File: src/rtl/xvc_pkg.sv
package xvc_pkg;
    typedef enum logic [1:0] {
        VW_SYNC = 2'd0,
        VW_TRY  = 2'd1,
        VW_BYP  = 2'd2,
        VW_CTRL = 2'd3
    } view_e;

    typedef enum logic [1:0] {
        OCC_EMPTY = 2'd0,
        OCC_PART  = 2'd1,
        OCC_FULL  = 2'd2
    } occ_e;

    localparam int TAG_EMPTY_BIT = 0;
    localparam int TAG_FULL_BIT  = 1;
    localparam int TAG_KIND_BIT  = 2;
endpackage

File: src/rtl/xvc_queue.sv
module xvc_queue
    import xvc_pkg::*;
#(
    parameter int DEPTH = 4,
    parameter int DW    = 32
) (
    input  logic          clk,
    input  logic          rst_n,
    input  logic          push,
    input  logic [DW-1:0] push_data,
    input  logic          pop,
    input  logic          ovr,
    input  logic [DW-1:0] ovr_data,
    input  logic          flush,
    output logic [DW-1:0] head_data,
    output logic          is_empty,
    output logic          is_full
);
    localparam int PW = (DEPTH > 1) ? $clog2(DEPTH) : 1;
    localparam int CW = $clog2(DEPTH + 1);
    localparam logic [PW-1:0] LAST = PW'(DEPTH - 1);

    logic [DW-1:0] slots [DEPTH];
    logic [PW-1:0] head_q, tail_q, newest;
    logic [CW-1:0] count_q;
    occ_e          state_q, state_nx;

    function automatic logic [PW-1:0] bump(input logic [PW-1:0] p);
        return (p == LAST) ? '0 : p + 1'b1;
    endfunction

    assign newest    = (tail_q == '0) ? LAST : tail_q - 1'b1;
    assign head_data = slots[head_q];

    always_ff @(posedge clk) begin
        if (push)
            slots[tail_q] <= push_data;
        else if (ovr)
            slots[newest] <= ovr_data;
    end

    always_ff @(posedge clk) begin
        if (!rst_n) begin
            head_q  <= '0;
            tail_q  <= '0;
            count_q <= '0;
        end else if (flush) begin
            head_q  <= '0;
            tail_q  <= '0;
            count_q <= '0;
        end else begin
            if (push) tail_q <= bump(tail_q);
            if (pop)  head_q <= bump(head_q);
            if (push && !pop)      count_q <= count_q + 1'b1;
            else if (pop && !push) count_q <= count_q - 1'b1;
        end
    end

    // occupancy state register
    always_ff @(posedge clk) begin
        if (!rst_n) state_q <= OCC_EMPTY;
        else        state_q <= state_nx;
    end

    // transitions
    always_comb begin
        state_nx = state_q;
        unique case (state_q)
            OCC_EMPTY: if (push && !flush) state_nx = (DEPTH == 1) ? OCC_FULL : OCC_PART;
            OCC_PART: begin
                if (flush)
                    state_nx = OCC_EMPTY;
                else if (push && !pop && count_q == CW'(DEPTH - 1))
                    state_nx = OCC_FULL;
                else if (pop && !push && count_q == CW'(1))
                    state_nx = OCC_EMPTY;
            end
            OCC_FULL: begin
                if (flush)
                    state_nx = OCC_EMPTY;
                else if (pop && !push)
                    state_nx = (DEPTH == 1) ? OCC_EMPTY : OCC_PART;
            end
            default: state_nx = OCC_EMPTY;
        endcase
    end

    // outputs
    always_comb begin
        is_empty = 1'b0;
        is_full  = 1'b0;
        unique case (state_q)
            OCC_EMPTY: is_empty = 1'b1;
            OCC_PART:  ;
            OCC_FULL:  is_full = 1'b1;
            default:   is_empty = 1'b1;
        endcase
    end

    a_r12_no_overflow: assert property (@(posedge clk) disable iff (!rst_n)
        push |-> !is_full);
    a_r2_no_underflow: assert property (@(posedge clk) disable iff (!rst_n)
        pop |-> !is_empty);
    a_r12_flags_match_count: assert property (@(posedge clk) disable iff (!rst_n)
        (is_empty == (count_q == '0)) && (is_full == (count_q == CW'(DEPTH))));
    a_r11_push_pop_keep: assert property (@(posedge clk) disable iff (!rst_n)
        (push && pop && !flush) |=> $stable(count_q));
endmodule

File: src/rtl/xvc_waiters.sv
module xvc_waiters #(
    parameter int NT   = 4,
    parameter int DW   = 32,
    parameter int TIDW = 2
) (
    input  logic            clk,
    input  logic            rst_n,
    input  logic            cur_empty,
    input  logic            cur_full,
    input  logic            allow_rd,
    input  logic            allow_wr,
    input  logic            record,
    input  logic [TIDW-1:0] rec_tid,
    input  logic            rec_wr,
    input  logic [DW-1:0]   rec_data,
    output logic [NT-1:0]   blocked_map,
    output logic            wake_fire,
    output logic [TIDW-1:0] wake_tid,
    output logic            wake_wr,
    output logic [DW-1:0]   wake_data
);
    logic [NT-1:0] pend_wr;
    logic [DW-1:0] pend_data [NT];
    logic [NT-1:0] ready;

    for (genvar t = 0; t < NT; t++) begin : g_ready
        assign ready[t] = blocked_map[t] &&
                          (pend_wr[t] ? (!cur_full && allow_wr) : (!cur_empty && allow_rd));
    end

    always_comb begin
        wake_fire = 1'b0;
        wake_tid  = '0;
        for (int t = 0; t < NT; t++) begin
            if (!wake_fire && ready[t]) begin
                wake_fire = 1'b1;
                wake_tid  = TIDW'(t);
            end
        end
    end

    assign wake_wr   = pend_wr[wake_tid];
    assign wake_data = pend_data[wake_tid];

    always_ff @(posedge clk) begin
        if (!rst_n) begin
            blocked_map <= '0;
            pend_wr     <= '0;
        end else begin
            if (wake_fire) blocked_map[wake_tid] <= 1'b0;
            if (record) begin
                blocked_map[rec_tid] <= 1'b1;
                pend_wr[rec_tid]     <= rec_wr;
            end
        end
    end

    always_ff @(posedge clk) begin
        if (record) pend_data[rec_tid] <= rec_data;
    end

    a_r3_no_double_park: assert property (@(posedge clk) disable iff (!rst_n)
        record |-> !blocked_map[rec_tid]);
    a_r4_release_clears: assert property (@(posedge clk) disable iff (!rst_n)
        wake_fire |=> !blocked_map[$past(wake_tid)]);
    a_r5_release_parked_only: assert property (@(posedge clk) disable iff (!rst_n)
        wake_fire |-> blocked_map[wake_tid]);
endmodule

File: src/rtl/xview_fifo_cell.sv
module xview_fifo_cell
    import xvc_pkg::*;
#(
    parameter int DEPTH    = 4,
    parameter int DW       = 32,
    parameter int NTHREADS = 4,
    localparam int TIDW    = (NTHREADS > 1) ? $clog2(NTHREADS) : 1
) (
    input  logic                clk,
    input  logic                rst_n,
    input  logic                req_valid,
    input  logic [1:0]          req_view,
    input  logic                req_write,
    input  logic [DW-1:0]       req_wdata,
    input  logic [TIDW-1:0]     req_tid,
    output logic                rsp_valid,
    output logic                rsp_blocked,
    output logic [DW-1:0]       rsp_rdata,
    output logic                rel_valid,
    output logic [TIDW-1:0]     rel_tid,
    output logic [DW-1:0]       rel_rdata,
    output logic [NTHREADS-1:0] blocked_map
);
    view_e         view;
    logic          queued_view;
    logic          new_push, new_pop, new_block, byp_wr, do_flush;
    logic          allow_rd, allow_wr;
    logic          q_push, q_pop, is_empty, is_full;
    logic [DW-1:0] head_data, push_data, tag_word, rd_nx;
    logic          wake_fire, wake_wr;
    logic [TIDW-1:0] wake_tid;
    logic [DW-1:0] wake_data;

    assign view        = view_e'(req_view);
    assign queued_view = req_valid && (view == VW_SYNC || view == VW_TRY);
    assign new_push    = queued_view && req_write && !is_full;
    assign new_pop     = queued_view && !req_write && !is_empty;
    assign new_block   = req_valid && view == VW_SYNC && (req_write ? is_full : is_empty);
    assign byp_wr      = req_valid && view == VW_BYP && req_write && !is_empty;
    assign do_flush    = req_valid && view == VW_CTRL && req_write && req_wdata[TAG_EMPTY_BIT];

    // a parked op may run beside a new op only if it is of the other kind
    assign allow_wr = !byp_wr && !do_flush && !new_push;
    assign allow_rd = !byp_wr && !do_flush && !new_pop;

    assign q_push    = new_push || (wake_fire && wake_wr);
    assign q_pop     = new_pop  || (wake_fire && !wake_wr);
    assign push_data = new_push ? req_wdata : wake_data;

    always_comb begin
        tag_word                = '0;
        tag_word[TAG_EMPTY_BIT] = is_empty;
        tag_word[TAG_FULL_BIT]  = is_full;
        tag_word[TAG_KIND_BIT]  = 1'b1;
    end

    always_comb begin
        rd_nx = '0;
        if (req_valid && !req_write) begin
            unique case (view)
                VW_SYNC, VW_TRY: rd_nx = new_pop ? head_data : '0;
                VW_BYP:          rd_nx = is_empty ? '0 : head_data;
                VW_CTRL:         rd_nx = tag_word;
                default:         rd_nx = '0;
            endcase
        end
    end

    xvc_queue #(.DEPTH(DEPTH), .DW(DW)) u_queue (
        .clk       (clk),
        .rst_n     (rst_n),
        .push      (q_push),
        .push_data (push_data),
        .pop       (q_pop),
        .ovr       (byp_wr),
        .ovr_data  (req_wdata),
        .flush     (do_flush),
        .head_data (head_data),
        .is_empty  (is_empty),
        .is_full   (is_full)
    );

    xvc_waiters #(.NT(NTHREADS), .DW(DW), .TIDW(TIDW)) u_waiters (
        .clk         (clk),
        .rst_n       (rst_n),
        .cur_empty   (is_empty),
        .cur_full    (is_full),
        .allow_rd    (allow_rd),
        .allow_wr    (allow_wr),
        .record      (new_block),
        .rec_tid     (req_tid),
        .rec_wr      (req_write),
        .rec_data    (req_wdata),
        .blocked_map (blocked_map),
        .wake_fire   (wake_fire),
        .wake_tid    (wake_tid),
        .wake_wr     (wake_wr),
        .wake_data   (wake_data)
    );

    always_ff @(posedge clk) begin
        if (!rst_n) begin
            rsp_valid   <= 1'b0;
            rsp_blocked <= 1'b0;
            rsp_rdata   <= '0;
            rel_valid   <= 1'b0;
            rel_tid     <= '0;
            rel_rdata   <= '0;
        end else begin
            rsp_valid   <= req_valid;
            rsp_blocked <= new_block;
            rsp_rdata   <= rd_nx;
            rel_valid   <= wake_fire;
            rel_tid     <= wake_tid;
            rel_rdata   <= (wake_fire && !wake_wr) ? head_data : '0;
        end
    end

    a_r6_only_sync_parks: assert property (@(posedge clk) disable iff (!rst_n)
        rsp_blocked |-> ($past(req_view) == VW_SYNC));
    a_r3_parked_bit_set: assert property (@(posedge clk) disable iff (!rst_n)
        rsp_blocked |-> blocked_map[$past(req_tid)]);
    a_r1_blocked_has_valid: assert property (@(posedge clk) disable iff (!rst_n)
        rsp_blocked |-> rsp_valid);
endmodule

File: config.mk
export PLATFORM = sky130hd
export DESIGN_NAME = xview_fifo_cell
export DESIGN_NICKNAME = d
export VERILOG_FILES = /design/src/rtl/xvc_pkg.sv /design/src/rtl/xvc_queue.sv /design/src/rtl/xvc_waiters.sv /design/src/rtl/xview_fifo_cell.sv
export SDC_FILE = /design/constraint.sdc
export NUM_CORES = 1
export LEC_CHECK = 0
export ABC_AREA = 1
export BUFFER_PORTS_ARGS = -buffer_cell sky130_fd_sc_hd__buf_2
export CAP_MARGIN = 5
export CORE_UTILIZATION = 63
export CTS_CLUSTER_SIZE = 20
export DETAILED_ROUTE_END_ITERATION = 7
export PLACE_DENSITY = 0.84
export SYNTH_ARGS = -nofsm -noshare
export SYNTH_HDL_FRONTEND = slang
export SYNTH_SLANG_ARGS = --single-unit
File: constraint.sdc
create_clock -name clk -period 6.2 [get_ports clk]
set_input_delay 0.31 -clock clk [delete_from_list [all_inputs] [get_ports clk]]
set_output_delay 0.31 -clock clk [all_outputs]
set_load 0.03 [all_outputs]
Yosys cells after proc, flatten, opt, wreduce, memory -nomap -nowiden --
Memories as Yosys holds them, arrays and structs flattened. A register that Yosys moved wholly into a read port is not among the register bits. Cells that the tools add are included.
Cells by class: add/subtract/negate cells 5, order comparisons 4, equal/unequal tests 12, mux-type cells 52, bitwise operators 4, reductions and logical operators 61
Operators with widths (number):
- 2-to-1 mux 32 bit | 4
- case mux 32 bit (3 select lines) | 1
- logical AND 1 bit | 35
- OR reduction 32 bit | 1
- 2-to-1 mux 2 bit | 14
- 2-to-1 mux 1 bit | 23
- zero test 1 bit | 12
- 2-to-1 mux 4 bit | 3
- equality test 2 bit, second input constant | 5
- zero test 2 bit | 3
- < comparator 2 x 3 -> 1 bit, second input constant | 2
- 2-to-1 mux 3 bit | 2
- case mux 2 bit (3 select lines) | 1
- OR reduction 2 bit | 3
- adder 2 x 1 -> 2 bit, second input constant | 2
- AND 4 bit | 1
- bitwise mux 4 bit | 1
- demux 1 bit (select 2 bit) | 2
- equality test 2 x 1 -> 1 bit, second input constant | 2
- greater-or-equal comparator 2 x 1 -> 1 bit, second input constant | 2
- != test 4 x 1 -> 1 bit, second input constant | 1
- NOT 4 bit | 1
- bitwise OR 4 bit | 1
- AND reduction 2 bit | 2
- 12 further kinds | 14
Storage, ports and cells: register bits 86, memory bits (writable) 256, input port bits 40, output and inout port bits 73, word-level logic and storage cells 152, memories 2
Memory list:
- u_queue.slots | depth 4, bits a word 32, read ports 1, clocked after Yosys merged registers in 1, wr ports 1, line xvc_queue.sv:23 | logic [DW-1:0] slots [DEPTH];
- u_waiters.pend_data | depth 4, bits a word 32, read ports 1, clocked after Yosys merged registers in 0, wr ports 1, line xvc_waiters.sv:23 | logic [DW-1:0] pend_data [NT];

Logic depth before layout (Yosys ltp) --
word-level depth 31, gate-level depth with buffers 26

Hierarchy --
A second synthesis with hierarchy kept.
Second synthesis, totals: cell total of the unflattened synthesis 1423, area, all modules 14146.1 um2
By module, submodules not included:
- xvc_queue | times used 1, cells each 511, area each 5809.3 um2, seq. area each 4063.9 um2
- xvc_waiters | times used 1, cells each 547, area each 5795.6 um2, seq. area each 4003.8 um2
- xview_fifo_cell | times used 1, cells each 365, area each 2541.2 um2, seq. area each 1381.3 um2

Worst setup path before layout --
OpenSTA, ideal clock, no wires.
path type register to register, from register u_queue.state_q[0], to register u_waiters.pend_wr[0], setup time 0.079 ns, data arrival time 3.812 ns, required time 6.121 ns, path slack 2.309 ns, stages on the path, launching flop included 10, buffers on the path 0, clock period less this slack 3.891 ns, cells stage by stage dfxtp_1 > inv_1 > ha_1 > inv_2 > nor2_1 > nor3_1 > inv_1 > nor3_1 > o21ai_0 > a21oi_1
Between the ends: word-level cells in the longest chain between the ends 5
Ends and longest elaborated chain:
- from (decl) | line xvc_queue.sv:26 | occ_e state_q, state_nx;
- from (signal assigned) | line xvc_queue.sv:62 | else state_q <= state_nx;
- equality test 2 x 1 -> 1 bit / equality test 2 bit (equally long branches) | line xvc_queue.sv:92 | unique case (state_q)
- OR reduction 2 bit (no source line)
- 2-to-1 mux 1 bit | line xvc_queue.sv:92
- 2-to-1 mux 1 bit * | line xview_fifo_cell.sv:38 | assign new_block = req_valid && view == VW_SYNC && (req_write ? is_full : is_empty);
- logical AND 1 bit * | line xview_fifo_cell.sv:38
- to (signal, indexed assignment) | line xvc_waiters.sv:53 | pend_wr[rec_tid] <= rec_wr;
- to (decl) | line xvc_waiters.sv:22 | logic [NT-1:0] pend_wr;
Mark *: on every way between the ends. The rest lies on a longest branch, timed or not. A chain may end at the register's enable or synchronous reset.

Final worst setup path --
from register u_queue.state_q[1], to memory u_queue.slots[1][0] (enable)
Between the ends: word-level cells in the longest chain between the ends 27
Ends and longest elaborated chain:
- equality test 2 x 1 -> 1 bit / equality test 2 bit (equally long branches) | line xvc_queue.sv:92
- OR reduction 2 bit (no source line) / 2-to-1 mux 1 bit (equally long branches)
- logical AND 1 bit / zero test 1 bit (equally long branches) | line xview_fifo_cell.sv:39, xvc_waiters.sv:28, xview_fifo_cell.sv:36
- zero test 1 bit / logical AND 1 bit (equally long branches) | line xview_fifo_cell.sv:43, xview_fifo_cell.sv:44, xview_fifo_cell.sv:36
- logical AND 1 bit / zero test 1 bit (equally long branches) | line xview_fifo_cell.sv:43, xview_fifo_cell.sv:44
- logical AND 1 bit (on tied branches) | line xview_fifo_cell.sv:44, xview_fifo_cell.sv:43
- logical AND 1 bit | line xvc_waiters.sv:28 | (pend_wr[t] ? (!cur_full && allow_wr) : (!cur_empty && allow_rd));
- 2-to-1 mux 1 bit | line xvc_waiters.sv:28
- [11 not listed]
- binary-select mux 1 bit (select 2 bit) | line xvc_waiters.sv:42 | assign wake_wr = pend_wr[wake_tid];
- 2-to-1 mux 1 bit (implied by the code) | line xvc_waiters.sv:42
- logical AND 1 bit | line xview_fifo_cell.sv:46 | assign q_push = new_push || (wake_fire && wake_wr);
- logical OR 1 bit | line xview_fifo_cell.sv:46
- 2-to-1 mux 1 bit | line xvc_queue.sv:36 | if (push)
- 2-to-1 mux 1 bit (implied by the code) | line xvc_queue.sv:39 | slots[newest] <= ovr_data;
- OR reduction 32 bit (no source line)
- 2-to-1 mux 2 bit (no source line) / 2-to-1 mux 1 bit (equally long branches)
- to (decl) | line xvc_queue.sv:23
Several ways; a longest one is shown, not always the timed one. The select of a mux whose other input is x is not followed.

==> impl_metrics.json <==
{
  "synth_edf_count": 256,
  "grt_setup_unrepaired": "no",
  "root_buffer": "clkbuf_16",
  "dr_wl_met2_mm": 13.3,
  "fin_crit_ns": 4.62,
  "postCtsHoldBufs": 0,
  "post_cts_resized": 0,
  "synth-seq-cells": 344,
  "cts_htree_levels": 2,
  "p_leak_nw": 5.58,
  "hold_path_end": "u_waiters.pend_data[3][22]$_DFFE_PP_",
  "core-area_um2": 20200,
  "finalCritPeriodShare_pct": 74.5,
  "post_drt_wl_per_cell_um": 19.1,
  "grt_pass1_vias": 8018,
  "slowest_stage": "nor2_4",
  "post_cts_buffers": 0,
  "slew_headroom_pct": 19.2,
  "worst_pin_slew_ns": 1.21,
  "worstReg2RegStart": "u_queue.state_q[1]$_SDFFE_PN0P_",
  "syn-cell-area_um2": 12900,
  "cts_sinks": 344,
  "drt-initial-drc-count": 1039,
  "synthFlopType": "edfxtp_1",
  "antenna_left": 0,
  "grt_overflow": 0,
  "worstRegToRegCells": 21,
  "worstPathArrival_ns": 4.86,
  "crit_chain": "inv_1 > ha_1 > inv_2 > nor2_1 > nand3_2 > nand3_2 > nand2_1 > nand2_1 > nor2_4 > buf_4 > nor2_4 > nand2_4 > nand2_4 > nand2_2 > nand3_2 > nand2_2 > a21oi_4 > nand2_2 > nand3_1 > inv_1 > buf_4",
  "path_class": "flop to flop",
  "max_freq_ghz": 0.217,
  "synthCells": 1027,
  "end_kind": "flop",
  "vias": 8509,
  "skew_ns": 0.00861,
  "r2r_end": "u_queue.slots[1][0]$_DFFE_PP_",
  "p_per_area_nw_per_um2": 348,
  "die_w_um": 145,
  "cts_buffer_depth": 3,
  "finalPower_mw": 5.15,
  "first_pass_iters": 6,
  "hp-start": "req_wdata[22]",
  "die-area_um2": 21100,
  "hold_path.class": "input pin to flop",
  "wl_mm": 27.2,
  "ys_types": 35,
  "fin_nets": 1186,
  "drive_gt1_share_pct": 18.2,
  "ys_async_sr_fraction_pct": 0,
  "final_util_pct": 73.4,
  "required_ns": 6.45,
  "cts_tree": "built",
  "routed.top_layer": "met4",
  "antenna_found_initial": 0,
  "min_path_cells": 1,
  "peakVddDrop_uv": 232,
  "r2r_slack_ns": 1.58,
  "yosysSeqAreaShare_pct": 73.0,
  "cp-start-kind": "flop",
  "drc_errors": 0,
  "yosys_warnings": 0,
  "path_max_fanout": 35,
  "totalNegativeSetupSlack_ns": 0,
  "areaGrowthSynthToFinish_pct": 14.4,
  "gp_congestion": 0.845,
  "clk_pin_slew_ns": 0.06,
  "dr_wl_met3_mm": 2.34,
  "syn-num-nets": 1080,
  "port_buffers": 112,
  "syn_area_per_cell_um2": 12.6,
  "start_util_pct": 64.2,
  "nFillCells": 1302,
  "hpwl_mm": 15.8,
  "cts_buffers": 34,
  "status": "completed",
  "grt_pass1_wl_mm": 42.7,
  "max_stage_delay_ns": 0.74,
  "rows": 52,
  "grt_use_total_pct": 26.1,
  "grt_max_degree": 68,
  "wl_met1_mm": 11.0,
  "setup_viol": 0,
  "io-pin-count": 113,
  "finalHoldViolations": 0,
  "clkLatencyLatePin_ns": 0.51,
  "n_antenna_cell": 0,
  "slew_violations": 0,
  "drv_cap": 0,
  "vias_per_cell": 5.97,
  "fp.dieH_um": 145
}
-- power breakdown --
| group | switching, mW | leakage (nW) | internal (mW) |
|---|---|---|---|
| clock network | 0.821 | 0.536 | 1.15 |
| logic | 0.408 | 2.02 | 0.171 |
| registers | 0.0266 | 3.02 | 2.57 |
-- sequential cells by signal (all words and copies together) (netlist names), named ones only --
name	count
rsp_rdata	32
rel_valid	1
u_queue.slots	128
rsp_blocked	1
u_waiters.pend_data	128
u_waiters.blocked_map	4
rel_rdata	32
rel_tid	2
u_queue.state_q	2
u_queue.count_q	3
u_queue.head_q	2
u_waiters.pend_wr	4
u_queue.tail_q	2
rsp_valid	1
-- metrics by stage --
stage               hold WS, ns  instances  setup slack [ns]  area, µm²
finish                   0.0387       1426              1.58      14800
global placement          0.480       1367              1.82      13700
floorplan                 0.409       1027              2.31      12900
CTS                      0.0274       1426              1.62      14800
global route             0.0300       1426              1.27      14800
detailed placement        0.496       1367              1.70      13700
-- cell families after synthesis --
family / count (synthesis) / share of synthesized area, %
AO/OA/AOI/OAI: 198 / 10.2
XOR/XNOR: 2 / 0.135
adder cells (fa/ha/maj): 13 / 1.26
buffers and inverters: 117 / 3.65
flip-flops: 344 / 73.0
AND/OR/NAND/NOR: 353 / 11.8
-- how the worst max path moves through the flow --
stage	from	end	slack [ns]	cells after the start
after floorplan	u_queue.state_q[0]$_SDFFE_PN0P_	u_waiters.pend_wr[0]$_SDFFE_PN0P_	2.31	9
after global placement	u_queue.state_q[1]$_SDFFE_PN0P_	u_queue.slots[1][23]$_DFFE_PP_	1.82	21
after detailed placement	u_queue.state_q[1]$_SDFFE_PN0P_	u_queue.slots[1][29]$_DFFE_PP_	1.70	21
after CTS	u_queue.state_q[0]$_SDFFE_PN0P_	u_queue.slots[1][29]$_DFFE_PP_	1.62	21
after global routing	u_queue.state_q[1]$_SDFFE_PN0P_	u_queue.slots[1][29]$_DFFE_PP_	1.27	21
final	u_queue.state_q[1]$_SDFFE_PN0P_	u_queue.slots[1][0]$_DFFE_PP_	1.58	21
-- Yosys cell counts, types with 2 or more instances --
| library cell | n | area (µm²) |
|---|---|---|
| a21oi_1 | 45 | 225 |
| a32o_1 | 32 | 320 |
| a41oi_1 | 14 | 123 |
| buf_1 | 2 | 7.51 |
| buf_2 | 19 | 95.1 |
| clkbuf_1 | 33 | 124 |
| dfxtp_1 | 88 | 1760 |
| edfxtp_1 | 256 | 7690 |
| ha_1 | 13 | 163 |
| inv_1 | 50 | 188 |
| inv_2 | 10 | 37.5 |
| nand2_1 | 133 | 499 |
| nand2_2 | 6 | 37.5 |
| nand2_4 | 2 | 22.5 |
| nand3_1 | 83 | 415 |
| nand3_2 | 4 | 40.0 |
| nand4_1 | 8 | 50.1 |
| nor2_1 | 108 | 405 |
| nor2_4 | 2 | 22.5 |
| nor3_1 | 5 | 25.0 |
| o2111ai_1 | 10 | 87.6 |
| o21a_1 | 21 | 158 |
| o21ai_0 | 45 | 225 |
| o21ai_1 | 25 | 125 |
| o22ai_1 | 2 | 12.5 |
| xor2_1 | 2 | 17.5 |
-- metal layers --
| layer | vias to the layer above | global-route usage [%] |
|---|---|---|
| met3 | 61 | 3.92 |
| li1 | 3906 | - |
| met1 | 4101 | 36.7 |
| met5 | - | 0 |
| met2 | 441 | 42.7 |
| met4 | 0 | 7.68 |
-- layout make-up --
cell class	count	area (µm²)	area share (%)
clock buffers	51	1030	6.97
clock inverters	8	43.8	0.296
inverters	62	235	1.59
multi-input cells	566	3050	20.6
flip-flops and latches	344	9450	63.8
well taps	270	338	2.28
repair buffers	125	658	4.44
-- worst max-delay path: cells and delay by family (launching register included) --
family,cells,cell delay [ns]
simple gates,14,2.37
buf+inv,5,1.04
flops,1,0.38
fa+ha+maj,1,0.32
compound gates,1,0.19
-- cells in the final DEF, fill, tap and decap left out, drive strengths merged, types with 46 or more instances in the layout --
cell,netlist,layout
a21oi,46,46
buf,22,125
clkbuf,33,51
dfxtp,88,88
edfxtp,256,256
inv,61,63
nand2,141,141
nand3,87,87
nor2,111,111
o21ai,70,70
Note: power is estimated with default switching activity, not from simulation.
